--- src/rtl/itmr_pkg.sv ---
`timescale 1ns/1ps
package itmr_pkg;

    typedef enum logic [1:0] {
        ST_HALT = 2'd0,
        ST_RUN  = 2'd1,
        ST_HOLD = 2'd2
    } run_state_t;

    // word indices within one timer's window
    localparam logic [1:0] IDX_INIT = 2'd0;
    localparam logic [1:0] IDX_CNT  = 2'd1;
    localparam logic [1:0] IDX_STAT = 2'd2;
    localparam logic [1:0] IDX_CMD  = 2'd3;

    // command register field positions
    localparam int CMD_SEL_LSB  = 0;
    localparam int CMD_MODE_BIT = 3;
    localparam int CMD_AUTO_BIT = 4;
    localparam int CMD_GATE_BIT = 7;

    localparam int STAT_FLAG_BIT = 0;

endpackage

--- src/rtl/itmr_prescale.sv ---
`timescale 1ns/1ps
module itmr_prescale #(
    parameter int PRE_W = 6
) (
    input  logic       clk,
    input  logic       rst_n,
    input  logic       run,
    input  logic [1:0] sel,
    output logic       tick
);

    logic [PRE_W-1:0] pre_q;
    logic [PRE_W-1:0] mask;

    always_comb begin
        unique case (sel)
            2'd0:    mask = PRE_W'(0);
            2'd1:    mask = PRE_W'(3);
            2'd2:    mask = PRE_W'(15);
            default: mask = PRE_W'(63);
        endcase
    end

    // the divider restarts from zero whenever counting is not running
    always_ff @(posedge clk) begin
        if (!rst_n) begin
            pre_q <= '0;
        end else if (!run) begin
            pre_q <= '0;
        end else begin
            pre_q <= pre_q + 1'b1;
        end
    end

    assign tick = run && ((pre_q & mask) == mask);

endmodule

--- src/rtl/itmr_ctrl_fsm.sv ---
`timescale 1ns/1ps
module itmr_ctrl_fsm
    import itmr_pkg::*;
(
    input  logic clk,
    input  logic rst_n,
    input  logic gate,
    input  logic mode,
    output logic run
);

    run_state_t state_q;
    run_state_t state_d;

    always_ff @(posedge clk) begin
        if (!rst_n) begin
            state_q <= ST_HALT;
        end else begin
            state_q <= state_d;
        end
    end

    always_comb begin
        state_d = state_q;
        unique case (state_q)
            ST_HALT: begin
                if (gate && !mode)      state_d = ST_RUN;   // START
                else if (gate && mode)  state_d = ST_HOLD;  // PARK
            end
            ST_RUN: begin
                if (!gate)              state_d = ST_HALT;  // STOP
                else if (mode)          state_d = ST_HOLD;  // PARK
            end
            ST_HOLD: begin
                if (!gate)              state_d = ST_HALT;  // STOP
                else if (!mode)         state_d = ST_RUN;   // RESUME
            end
            default:                    state_d = ST_HALT;
        endcase
    end

    always_comb begin
        run = (state_q == ST_RUN) && gate && !mode;
    end

endmodule

--- src/rtl/itmr_counter.sv ---
`timescale 1ns/1ps
module itmr_counter #(
    parameter int CNT_W = 16
) (
    input  logic             clk,
    input  logic             rst_n,
    input  logic             load,
    input  logic [CNT_W-1:0] load_val,
    input  logic             tick,
    input  logic             autoinit,
    input  logic [CNT_W-1:0] reload_val,
    output logic [CNT_W-1:0] count,
    output logic             ovf
);

    logic [CNT_W-1:0] cnt_q;
    logic             at_top;

    assign at_top = &cnt_q;
    assign ovf    = tick && at_top && !load;

    always_ff @(posedge clk) begin
        if (!rst_n) begin
            cnt_q <= '0;
        end else if (load) begin
            cnt_q <= load_val;
        end else if (tick) begin
            if (at_top) begin
                cnt_q <= autoinit ? reload_val : '0;
            end else begin
                cnt_q <= cnt_q + 1'b1;
            end
        end
    end

    assign count = cnt_q;

endmodule

--- src/rtl/itmr_regs.sv ---
`timescale 1ns/1ps
module itmr_regs
    import itmr_pkg::*;
#(
    parameter int DATA_W = 32,
    parameter int CNT_W  = 16
) (
    input  logic              clk,
    input  logic              rst_n,
    input  logic              wr_en,
    input  logic [1:0]        idx,
    input  logic [DATA_W-1:0] wdata,
    input  logic              ovf,
    input  logic [CNT_W-1:0]  count,
    output logic [DATA_W-1:0] rdata,
    output logic [CNT_W-1:0]  init_val,
    output logic              init_wr,
    output logic              clr_wr,
    output logic              gate,
    output logic              mode,
    output logic              autoinit,
    output logic [1:0]        sel,
    output logic              flag
);

    logic [CNT_W-1:0] init_q;
    logic             gate_q;
    logic             mode_q;
    logic             auto_q;
    logic [1:0]       sel_q;
    logic             flag_q;
    logic             cmd_wr;
    logic             stat_wr;
    logic             unused_wdata;

    assign unused_wdata = ^wdata;

    assign init_wr = wr_en && (idx == IDX_INIT);
    assign cmd_wr  = wr_en && (idx == IDX_CMD);
    assign stat_wr = wr_en && (idx == IDX_STAT);
    assign clr_wr  = stat_wr && !wdata[STAT_FLAG_BIT];

    always_ff @(posedge clk) begin
        if (!rst_n) begin
            init_q <= '0;
        end else if (init_wr) begin
            init_q <= wdata[CNT_W-1:0];
        end
    end

    always_ff @(posedge clk) begin
        if (!rst_n) begin
            gate_q <= 1'b0;
            mode_q <= 1'b0;
            auto_q <= 1'b0;
            sel_q  <= 2'b00;
        end else begin
            if (cmd_wr) begin
                gate_q <= wdata[CMD_GATE_BIT];
                mode_q <= wdata[CMD_MODE_BIT];
                auto_q <= wdata[CMD_AUTO_BIT];
                sel_q  <= wdata[CMD_SEL_LSB +: 2];
            end
            // one-shot: hardware drops the gate after the wrap
            if (ovf && !auto_q) begin
                gate_q <= 1'b0;
            end
        end
    end

    // set beats clear on the same edge
    always_ff @(posedge clk) begin
        if (!rst_n) begin
            flag_q <= 1'b0;
        end else if (ovf) begin
            flag_q <= 1'b1;
        end else if (clr_wr) begin
            flag_q <= 1'b0;
        end
    end

    always_comb begin
        rdata = '0;
        unique case (idx)
            IDX_INIT: rdata = DATA_W'(init_q);
            IDX_CNT:  rdata = DATA_W'(count);
            IDX_STAT: rdata[STAT_FLAG_BIT] = flag_q;
            default: begin
                rdata[CMD_SEL_LSB +: 2] = sel_q;
                rdata[CMD_MODE_BIT]     = mode_q;
                rdata[CMD_AUTO_BIT]     = auto_q;
                rdata[CMD_GATE_BIT]     = gate_q;
            end
        endcase
    end

    assign init_val = init_q;
    assign gate     = gate_q;
    assign mode     = mode_q;
    assign autoinit = auto_q;
    assign sel      = sel_q;
    assign flag     = flag_q;

endmodule

--- src/rtl/itmr_top.sv ---
`timescale 1ns/1ps
module itmr_top #(
    parameter int DATA_W = 32,
    parameter int CNT_W  = 16,
    parameter int PRE_W  = 6
) (
    input  logic              clk,
    input  logic              rst_n,
    input  logic              bus_sel,
    input  logic              bus_we,
    input  logic [1:0]        bus_word,
    input  logic [DATA_W-1:0] bus_wdata,
    output logic [DATA_W-1:0] bus_rdata,
    output logic              irq
);

    logic              wr_en;
    logic [DATA_W-1:0] reg_rdata;
    logic [CNT_W-1:0]  init_val;
    logic [CNT_W-1:0]  count;
    logic              init_wr;
    logic              clr_wr;
    logic              gate;
    logic              mode;
    logic              autoinit;
    logic [1:0]        sel;
    logic              flag;
    logic              run;
    logic              tick;
    logic              ovf;

    assign wr_en = bus_sel && bus_we;

    itmr_regs #(
        .DATA_W(DATA_W),
        .CNT_W (CNT_W)
    ) u_regs (
        .clk     (clk),
        .rst_n   (rst_n),
        .wr_en   (wr_en),
        .idx     (bus_word),
        .wdata   (bus_wdata),
        .ovf     (ovf),
        .count   (count),
        .rdata   (reg_rdata),
        .init_val(init_val),
        .init_wr (init_wr),
        .clr_wr  (clr_wr),
        .gate    (gate),
        .mode    (mode),
        .autoinit(autoinit),
        .sel     (sel),
        .flag    (flag)
    );

    itmr_ctrl_fsm u_fsm (
        .clk  (clk),
        .rst_n(rst_n),
        .gate (gate),
        .mode (mode),
        .run  (run)
    );

    itmr_prescale #(
        .PRE_W(PRE_W)
    ) u_pre (
        .clk  (clk),
        .rst_n(rst_n),
        .run  (run),
        .sel  (sel),
        .tick (tick)
    );

    itmr_counter #(
        .CNT_W(CNT_W)
    ) u_cnt (
        .clk       (clk),
        .rst_n     (rst_n),
        .load      (init_wr),
        .load_val  (bus_wdata[CNT_W-1:0]),
        .tick      (tick),
        .autoinit  (autoinit),
        .reload_val(init_val),
        .count     (count),
        .ovf       (ovf)
    );

    assign bus_rdata = bus_sel ? reg_rdata : '0;
    assign irq       = flag;

endmodule

--- config.mk ---
export PLATFORM = sky130hd
export DESIGN_NAME = itmr_top
export DESIGN_NICKNAME = d
export VERILOG_FILES = /design/src/rtl/itmr_pkg.sv /design/src/rtl/itmr_prescale.sv /design/src/rtl/itmr_ctrl_fsm.sv /design/src/rtl/itmr_counter.sv /design/src/rtl/itmr_regs.sv /design/src/rtl/itmr_top.sv
export SDC_FILE = /design/constraint.sdc
export NUM_CORES = 1
export LEC_CHECK = 0
export BUFFER_PORTS_ARGS = -buffer_cell sky130_fd_sc_hd__buf_2
export CORE_MARGIN = 2
export CORE_UTILIZATION = 48
export CTS_BUF_LIST = sky130_fd_sc_hd__clkbuf_4 sky130_fd_sc_hd__clkbuf_8 sky130_fd_sc_hd__clkbuf_16
export DETAILED_ROUTE_END_ITERATION = 16
export GPL_TIMING_DRIVEN = 0
export PLACE_DENSITY = 0.77
export SLEW_MARGIN = 20
export SYNTH_ARGS = -nofsm -noshare
export SYNTH_HDL_FRONTEND = slang
export SYNTH_SLANG_ARGS = --single-unit
--- constraint.sdc ---
create_clock -name clk -period 1.8 [get_ports clk]
set_clock_uncertainty 0.05 [all_clocks]
set_input_delay 0.36 -clock clk [delete_from_list [all_inputs] [get_ports clk]]
set_output_delay 0.36 -clock clk [all_outputs]
set_load 0.02 [all_outputs]
# ---- Yosys cells after proc, flatten, opt, wreduce, memory -nomap -nowiden
# Index checks and enable logic that the tools add are counted.
dict set report word_totals {
  register_bits 46
  word_cells 72
}
dict set report classes {
  add_sub_neg 2
  n_eq_ne 11
  muxes 22
  bitwise 2
  reduce_logical 26
}
# operator n
set op_table {}
lappend op_table {{2-to-1 mux 16 bit} 4}
lappend op_table {{2-to-1 mux 32 bit} 1}
lappend op_table {{one-hot mux 6 bit (3 select lines)} 1}
lappend op_table {{adder 16 x 1 -> 16 bit, second input constant} 1}
lappend op_table {{one-hot mux 8 bit (2 select lines)} 1}
lappend op_table {{AND reduction 16 bit} 1}
lappend op_table {{logical AND 1 bit} 13}
lappend op_table {{2-to-1 mux 2 bit} 6}
lappend op_table {{one-hot mux 2 bit (3 select lines)} 2}
lappend op_table {{one-hot mux 1 bit (3 select lines)} 3}
lappend op_table {{equality test 2 bit, second input constant} 4}
lappend op_table {{adder 6 x 1 -> 6 bit, second input constant} 1}
lappend op_table {{bitwise AND 6 bit} 1}
lappend op_table {{equality test 2 x 1 -> 1 bit, second input constant} 3}
lappend op_table {{equality test 6 bit} 1}
lappend op_table {{logical NOT 2 bit} 3}
lappend op_table {{!= test 3 bit, second input constant} 2}
lappend op_table {{logical NOT 1 bit} 4}
lappend op_table {{one-hot mux 2 bit (2 select lines)} 1}
lappend op_table {{nonzero test 2 bit} 2}
lappend op_table {{!= test 3 x 1 -> 1 bit, second input constant} 1}
lappend op_table {{AND reduction 3 bit} 1}
lappend op_table {{2-to-1 mux 1 bit} 2}
lappend op_table {{one-hot mux 1 bit (2 select lines)} 1}
lappend op_table {{3 further kinds} 3}

# ---- Longest topological paths before layout
# Gate-level depths: netlist (run 1).
dict set report depth {
  ltp_word 9
  ltp_mapped 8
}

# ---- By module
# A second synthesis (run 1) with hierarchy kept.
dict set report unflattened {
  cells_unflattened 389
  area_unflattened_um2 3120.5
}
# mod instances cells_each area_per_inst_um2 seq_area_each_um2
set by_module_without_submodules {}
lappend by_module_without_submodules {itmr_counter 1 166 1323.8 320.3}
lappend by_module_without_submodules {itmr_regs 1 153 1206.2 440.4}
lappend by_module_without_submodules {itmr_top 1 36 262.8 0.0}
lappend by_module_without_submodules {itmr_prescale 1 28 251.5 120.1}
lappend by_module_without_submodules {itmr_ctrl_fsm 1 6 76.3 40.0}

# ---- Least setup slack after synthesis (run 1)
# OpenSTA, ideal clock, no wires.
dict set report synth_path {
  kind {reg-to-reg}
  from {reg u_cnt.cnt_q[0] (netlist: u_cnt.count[0])}
  to {reg u_cnt.cnt_q[14] (netlist: u_cnt.count[14])}
  t_arrival_ns 1.683
  path_slack_ns -0.058
  path_stages_with_launch 7
  n_path_buf 0
  synth_period_minus_slack_ns 1.858
  path_cell_list {dfxtp_1 ha_1 nand3_2 or4_4 a311oi_2 a211o_1 a31oi_1}
}
dict set report synth_via {
  elab_chain_cells 4
}
# item line
set synth_rtl {}
lappend synth_rtl {{start: declaration} itmr_counter.sv:16} ;# logic [CNT_W-1:0] cnt_q;
lappend synth_rtl {{start signal: assignment} itmr_counter.sv:26} ;# cnt_q <= load_val;
lappend synth_rtl {{start signal: assignment} itmr_counter.sv:29} ;# cnt_q <= autoinit ? reload_val : '0;
lappend synth_rtl {{start signal: assignment} itmr_counter.sv:31} ;# cnt_q <= cnt_q + 1'b1;
lappend synth_rtl {{adder 16 x 1 -> 16 bit / AND reduction 16 bit (equally long branches)} {itmr_counter.sv:31, itmr_counter.sv:19}}
lappend synth_rtl {{2-to-1 mux 16 bit (*)} itmr_counter.sv:28} ;# if (at_top) begin
lappend synth_rtl {{2-to-1 mux 16 bit (*)} itmr_counter.sv:27} ;# end else if (tick) begin
lappend synth_rtl {{2-to-1 mux 16 bit (*)} itmr_counter.sv:25} ;# end else if (load) begin
# Every way passes the cells marked *; elsewhere a longest branch is shown, timed or not. The select of a mux whose other input is x is not followed.
# A chain may end at the register's enable or synchronous reset.

# ---- Worst setup path in the final report (run 1)
dict set report layout_path {
  from {reg u_cnt.cnt_q[0] (netlist: u_cnt.count[0])}
  to {out bus_rdata[0]}
}
dict set report layout_via {
  elab_chain_cells 2
}
# item line
set layout_rtl {}
lappend layout_rtl {{one-hot mux 1 bit (3 select lines)} itmr_regs.sv:84} ;# unique case (idx)
lappend layout_rtl {{2-to-1 mux 32 bit} itmr_top.sv:88} ;# assign bus_rdata = bus_sel ? reg_rdata : '0;
lappend layout_rtl {{end: declaration} itmr_top.sv:13} ;# output logic [DATA_W-1:0] bus_rdata,
# No other way between the ends.

==> impl.org, run 1 <==
** Setup path
- Required time reported for the critical path endpoint :: 1390 ps
- Sequence of cells on the critical path :: mux4_2 -> and2_4 -> buf_6
- Critical Path Start Type :: flop
- Cell type of the slowest stage on the worst timing path :: sky130_fd_sc_hd__mux4_2
- Peak fanout along the critical path :: 4
- At the worst endpoint, the arrival time is 1410 ps.
- STA classifies the critical path endpoint as an output port.
- The critical path is of the reg -> out type.
- Highest cell delay on the worst timing path :: 450 ps

** Floorplanning
- The die is 80.3 um tall.
- Die Width :: 80.3 um
- Die Outline Area :: 6440 um2
- In this run the core area contains 27 standard-cell rows.
- Effective utilization at floorplan :: 50.1%
- The region available for standard cell placement spans between 5000 and 6000 um2.
- Top-level I/O count :: between 70 and 80

** Synthesis
- Each instance of the synthesized netlist takes up on average approximately 8.3 um2.
- Cell area after technology mapping :: 2790 um2
- Warning count from the yosys run :: 0
- Cells taking the most area after synthesis :: sky130_fd_sc_hd__dfxtp_1 (33%), sky130_fd_sc_hd__nand2_1 (6.9%), sky130_fd_sc_hd__mux2i_1 (5.7%)
- In the synthesized netlist, the number of instances is 335.
- Async S/R FF share, synth :: 0%
- Most used flip-flop cell after synthesis :: sky130_fd_sc_hd__dfxtp_1
- Share of the synthesized area in the top cell type :: 33.0%
- Seq cells post-synth :: 46
- Of all cell types, the one taking the most synthesized area is sky130_fd_sc_hd__dfxtp_1.
- Number of enable flip-flop cells after synthesis :: 0
- Most frequently used cell type in the post-synthesis netlist :: sky130_fd_sc_hd__nand2_1
- Proportion of synthesized chip area in sequential cells :: 33.0%
- Count of distinct cell types in the synthesized netlist :: 60
- List of most frequent post-synthesis cells :: sky130_fd_sc_hd__nand2_1 (51), sky130_fd_sc_hd__dfxtp_1 (46), sky130_fd_sc_hd__nor2_1 (24)

** Job
- The tool flagged a number of max-cap violations equal to 0.

** Drt
- Wire length per cell :: 16.4 um
- Total wirelength of the detailed-routed design :: slightly below 8 mm
- The first TritonRoute pass finished after 5 iterations.
- The detail route stage leaves a number of antenna-violating nets equal to 0.
- Via count :: about 2,700
- In the routed layout, each cell is associated on average with a via count of about 5.7.
- In this run, the number of DRC markers left after iteration 0 of detailed routing was 254.
- Residual DRC count :: 0

** CTS
- For the worst-skew pair, the clock arrives at the later sink with an insertion delay of 310 ps.
- The H-tree generated during clock tree synthesis spans 2 levels.
- CTS clk-pin slew, worst paths :: 90 ps
- Number of buffers between clock root and the deepest sink :: 2
- The clock drives 46 sinks.
- Clock tree synthesis inserted a total of 5 buffers.
- CTS placed an instance of sky130_fd_sc_hd__clkbuf_8 at the clock tree root.
- Buffers inserted to repair hold after CTS numbered 0.
- CTS tree :: built

** Global route
- Vias in the first global route :: between 2,000 and 2,500
- Number of antenna violations at the first check in global routing :: 0
- GRT Resource Usage Total :: 24.3%
- The total overflow left after global routing is 0.
- Pin count of the biggest net entering global routing :: 15
- Wire length of the first global-routing pass :: 12.2 mm

** Outcome
- The flow ran to the end, but the final reports show violations.
- The final reports fail on setup timing.

** Layout
- Area added between synthesis and finish :: 24.3%
- N_diodes :: 0
- Count of filler cells inserted in the layout :: 471
- The multi-input combinational cells in the finished layout cover a total of 1770 um2.
- At the end of the flow, the number of nets in the layout was 447.
- Registers take between 900 and 1000 um2.
- Ratio of cells with drive above 1 in the final layout :: ~33%

** Pwr
- Total power density per cell area :: around 600 nW/um2
- Maximum vdd ir drop :: 0.000335 V
- Leak Pwr :: ~1.4 nW

** Placement
- Port Buf Inserts :: 35
- The congestion estimate from routability-driven global placement came to 0.939.
- Estimated wirelength of the detail-placed design :: 5.47 mm

** STA
- Minimum period implied by the final worst setup slack :: 1820 ps
- In this run the tightest slew margin relative to its limit is 63.4%.
- Once routing completed, OpenROAD measured the worst setup slack at -16.3 ps.
- Setup violations remaining at the end of the flow were counted as 1.
- Final worst path period share :: 101%
- Hold is met by 252 ps.
- The max-slew violation count was 0.
- The number of hold violations in the final report came to 0.
- Setup repair after global routing missed its margin :: true
- Measured slew at the worst slew-check pin :: 550 ps
- For the final routed database, the setup TNS stands at -16.3 ps.
- Highest attainable clock frequency :: 551 MHz

** Min path
- Type of the tightest min-delay check :: in -> reg
## kinds of logic after synthesis
family	Yosys count	share of synthesized area, %
simple gates	127	23.4
buf+inv	42	8.33
other cells	1	0.134
compound gates	81	21.0
fa+ha+maj	2	0.896
flops	46	33.0
xor+xnor	11	3.45
mux	25	9.77
## placed cells by master (no fill, tap or decap), types with 3 or more instances in the layout
cell                        n
sky130_fd_sc_hd__o211ai_1   5
sky130_fd_sc_hd__inv_1      5
sky130_fd_sc_hd__nand2_1   51
sky130_fd_sc_hd__a31oi_1   12
sky130_fd_sc_hd__clkbuf_1   6
sky130_fd_sc_hd__clkbuf_8   5
sky130_fd_sc_hd__dfxtp_4    3
sky130_fd_sc_hd__buf_4     34
sky130_fd_sc_hd__mux2_2     8
sky130_fd_sc_hd__a21oi_1    6
sky130_fd_sc_hd__dfxtp_2   10
sky130_fd_sc_hd__mux2i_1   16
sky130_fd_sc_hd__xor2_1     6
sky130_fd_sc_hd__a22oi_1    4
sky130_fd_sc_hd__and3_1     3
sky130_fd_sc_hd__a21boi_0  19
sky130_fd_sc_hd__buf_6      3
sky130_fd_sc_hd__xnor2_1    5
sky130_fd_sc_hd__nor2b_1    9
sky130_fd_sc_hd__o21ai_0    9
sky130_fd_sc_hd__conb_1    16
sky130_fd_sc_hd__buf_2     40
sky130_fd_sc_hd__nand3_1   13
sky130_fd_sc_hd__o221ai_1   3
sky130_fd_sc_hd__nor2_1    23
sky130_fd_sc_hd__dfxtp_1   33
sky130_fd_sc_hd__nand4_1    5
## worst max-delay path: cells and delay by family (launching register included)
kind / cells / cell delay [ps]
mux: 1 / 450
flops: 1 / 380
simple gates: 1 / 150
buf+inv: 1 / 120
## worst paths after layout
check / startpoint / end / slack [ps] / cells after the start
setup / recovery: u_cnt.count[0] / bus_rdata[0] / -20 / 3
hold / removal: bus_wdata[11] / u_regs.init_val[11] / 250 / 3
setup reg to reg: u_cnt.count[0] / u_cnt.count[11] / 20 / 7
hold reg to reg: u_pre.pre_q[0] / u_pre.pre_q[0] / 400 / 1
## power by group
group	total, mW	internal [mW]	switching, mW
clock	0.777	0.409	0.368
sequential	1.06	1.03	0.0256
combinational	0.246	0.103	0.143
## registers in the layout, summed over array words and instances, names as in the netlist
name             cells
u_cnt.count         16
u_fsm.state_q        2
u_pre.pre_q          6
u_regs.autoinit      1
u_regs.flag          1
u_regs.gate          1
u_regs.init_val     16
u_regs.mode          1
u_regs.sel           2
## layout make-up
class / instances / area share, %
Clock inverter: 3 / 1.15
Inverter: 5 / 0.541
Timing Repair Buffer: 51 / 8.68
Sequential cell: 46 / 27.2
Multi-Input combinational cell: 262 / 51.1
Buffer: 36 / 6.77
Clock buffer: 5 / 1.98
Tap cell: 72 / 2.59
## metrics by stage
stage                     utilization [%]  cell area [um2]  total power [mW]  instances  setup slack (ps)
after floorplan                         -             2860              1.24        350              5.45
final                                62.3             3470              2.08        480             -16.3
after global routing                 62.3             3470              2.15        480             -54.1
after global placement               56.1             3130              1.31        457              -283
after CTS                            59.4             3310              2.07        470             -31.8
after detailed placement             56.1             3130              1.31        457              -326
## repair_timing
item | 4_1_cts | 5_1_grt
setup endpoints to repair | 29 | 30
hold endpoints to repair | 0 | 0
gates resized for setup | 14 | 33
buffers inserted | 6 | 10
pin swaps | 3 | 8
## metal layers
metal  routed length [um]  GRT usage [%]  up-vias  share of wire [%]
met5                    0              0        -                  0
met4                  165           7.97        0                2.1
met3                  460           4.38       18                5.8
met2                 3770           40.6      106                 48
met1                 3470           31.6     1292                 44
li1                     -              -     1310                  -
Note: power is estimated with default switching activity, not from simulation.
==> inputs of run 2 (changes only) <==
BUFFER_PORTS_ARGS = -buffer_cell sky130_fd_sc_hd__buf_4   (was -buffer_cell sky130_fd_sc_hd__buf_2)
==> impl.org, run 2 (synthesis results as in run 1) <==
** STA
- Setup tns final :: -32.3 ps (-16.0 ps)
- Smallest setup slack after layout :: -32.0 ps (-15.7 ps)
- Highest attainable clock frequency :: 546 MHz (-0.86%)
- Minimum period implied by the final worst setup slack :: 1830 ps (+15.7 ps)
- Worst hold slack :: 263 ps (+10.7 ps)
- Final worst path period share :: 102% (+0.87 points)
- The max-slew violation count was 0 (unchanged).
- The number of hold violations in the final report is 0 (unchanged).
- Setup repair after global routing could not meet its margin everywhere.
- Final setup violation count :: 2 (+1)
- Measured slew at the worst slew-check pin :: 567 ps (+17.2 ps)
- The worst slew slack as a fraction of its limit is 62.2% (-1.1 points).

** Drt
- The vias after detailed routing is 2,749 (+0.84%).
- The routed length per placed instance is 16.6 um (+1.0%).
- Total wirelength of the detailed-routed design :: 7.91 mm (+0.62%)
- Detailed-route vias per instance :: 5.75 (+1.3%)
- The post-detailed-route DRC marker count is 0 (unchanged).
- The final antenna-violating net count is 0 (unchanged).
- The violation count after the first detailed-routing iteration was 250 (-1.6%).
- First-pass DRT Iterations :: 5 (unchanged)

** Global route
- Met1 Usage GRT :: 32.0% (+0.39 points)
- Vias in the first global route :: 2,428 (-0.90%)
- Global-route congestion overflow total :: 0 (unchanged)
- GRT Resource Usage Total :: 24.3% (-0.036 points)
- The first-pass GRT wire length was 12.1 mm (-0.34%).
- Number of antenna violations at the first check in global routing :: 0 (unchanged)
- Busiest layer in global routing :: met2
- The routing usage on met3 is 5.06% (+0.67 points).
- The met2 usage in global routing came to 39.0% (-1.6 points).
- The maximum number of pins on one net before global-route repair came to 15 (unchanged).

** Setup path
- The worst stage delay on the critical path came to 460 ps (about the same).
- Among cell families on the critical path, the largest total delay comes from multiplexers.
- The worst setup path is launched from a flop.
- By startpoint and endpoint, the worst setup path is classified as reg -> out.
- Combined buffer and inverter count along the critical path :: 1 (unchanged)
- The largest fanout on the critical path was 4 (unchanged).
- Type of element capturing the critical path :: output port
- On the critical path, the stage with the largest delay is an instance of sky130_fd_sc_hd__mux4_2.
- Sequence of cells on the critical path :: mux4_2 -> and2_4 -> buf_6
- The arrival time reported for the critical path endpoint came to 1420 ps (about the same).
- Required time reported for the critical path endpoint :: 1390 ps (about the same)

** CTS
- The sink count of the clock tree came to 46 (unchanged).
- The clock transition at the registers of the reported paths is 90 ps (about the same).
- The total CTS buffers came to 5 (unchanged).
- The CTS H-tree depth came to 2 (unchanged).
- Total of hold buffers inserted after clock tree synthesis :: 0 (unchanged)
- CTS tree :: built
- The cell sitting at the root of the clock tree is a sky130_fd_sc_hd__clkbuf_8.
- Number of buffers between clock root and the deepest sink :: 2 (unchanged)
- Latest clock arrival within the worst-skew pair :: 310 ps (about the same)

** Layout
- The top cell types in the final layout, fill and taps aside, are sky130_fd_sc_hd__buf_4 (67), sky130_fd_sc_hd__nand2_1 (51), sky130_fd_sc_hd__dfxtp_1 (37).
- Net count reported at finish :: 445 (-0.45%)
- N_diodes :: 0 (unchanged)
- Area added between synthesis and finish :: 26.7%
- Count of filler cells inserted in the layout :: 486 (+3.2%)
- Commonest non-fill, non-tap cell in the layout :: sky130_fd_sc_hd__buf_4
- Ratio of cells with drive above 1 in the final layout :: 30.5% (-2.3 points)

** Placement
- The count of input and output buffers is 35 (unchanged).
- The global placer's final weighted congestion was 0.938 (-0.12%).
- The half-perimeter wire length after placement came to 5.34 mm (-2.4%).
- The pre-CTS setup slack came to -319 ps (+7.51 ps).

** Floorplanning
- Top-level I/O count :: 71 (unchanged)
- Die H :: 80.3 um (unchanged)
- Core box area :: 5570 um2 (unchanged)
- The starting density of the core came to 50.1% (unchanged).
- The row count is 27 (unchanged).
- The area of the die was 6440 um2 (unchanged).
- Die Width :: 80.3 um (unchanged)

** Pwr
- The maximum vdd drop was 0.000406 V (+21%).
- The total power density per cell area was 645 nW/um2 (+7.5%).
- Overall Power :: 2.28 mW (+9.5%)
- The reported leakage power is 1.44 nW (+0.61%).

** Job
- The max-capacitance violation count was 0 (unchanged).

** Outcome
- The flow ran to the end, but the final reports show violations.
- The final reports fail on setup timing.

** Min path
- The min-delay analysis places its worst path in the category in -> reg.
run 2: changes by cell type in the layout (fill, tap and decap cells not counted), sizes merged:
cell	before	now
clkbuf	15	14
clkinv	2	0
bufinv	1	2
run 2: where the power goes:
part	switching, mW	internal [mW]	total [mW]	leakage, nW
Clock	0.374	0.592	0.967	0.0714
Combinational	0.140	0.114	0.254	0.988
Sequential	0.0266	1.03	1.06	0.377
Total	0.541	1.74	2.28	1.44
run 2: area by class of cell:
type                            instances  area [um2]  share of cell area [%]
Multi-Input combinational cell        262        1740                    49.2
Sequential cell                        46         940                    26.6
Timing Repair Buffer                   50         379                    10.7
Buffer                                 35         228                    6.44
Tap cell                               72        90.1                    2.55
Clock buffer                            6        82.6                    2.33
Clock inverter                          2        60.1                    1.70
Inverter                                5        18.8                   0.531
run 2: worst register-to-register path, cell delays in order, from the launching register on:
cell	delay, ps
sky130_fd_sc_hd__dfxtp_1	330
sky130_fd_sc_hd__buf_2	220
sky130_fd_sc_hd__nand3_4	140
sky130_fd_sc_hd__or4_4	530
sky130_fd_sc_hd__a311oi_2	200
sky130_fd_sc_hd__a211o_1	150
sky130_fd_sc_hd__a31oi_1	70
run 2: final timing paths:
path / cells after the start / end / start / slack [ps]
hold reg to reg: 1 / u_fsm.state_q[0] / u_regs.mode / 430
setup / recovery: 3 / bus_rdata[0] / u_cnt.count[0] / -30
hold / removal: 3 / u_regs.init_val[15] / bus_wdata[15] / 260
setup reg to reg: 6 / u_cnt.count[14] / u_cnt.count[2] / 0
run 2: timing repair:
action                     CTS  global route
setup endpoints to repair   27            24
buffers inserted             5            10
resized for setup           18            13
pin swaps                    3             5
run 2: per-layer routing:
| metal | share of wire (%) | wire, um | vias to the layer above |
|---|---|---|---|
| met4 | 2.1 | 168 | 0 |
| met1 | 43 | 3420 | 1272 |
| met2 | 46 | 3620 | 147 |
| li1 | - | - | 1310 |
| met5 | 0 | 0 | - |
| met3 | 8.9 | 705 | 20 |
run 2: metrics by stage:
step	util (%)	cell area (um2)	cells
finish	63.5	3540	478
global route	63.5	3540	478
CTS	61.7	3440	469
detailed placement	57.6	3210	457
global placement	57.6	3210	457
floorplan	-	2860	350
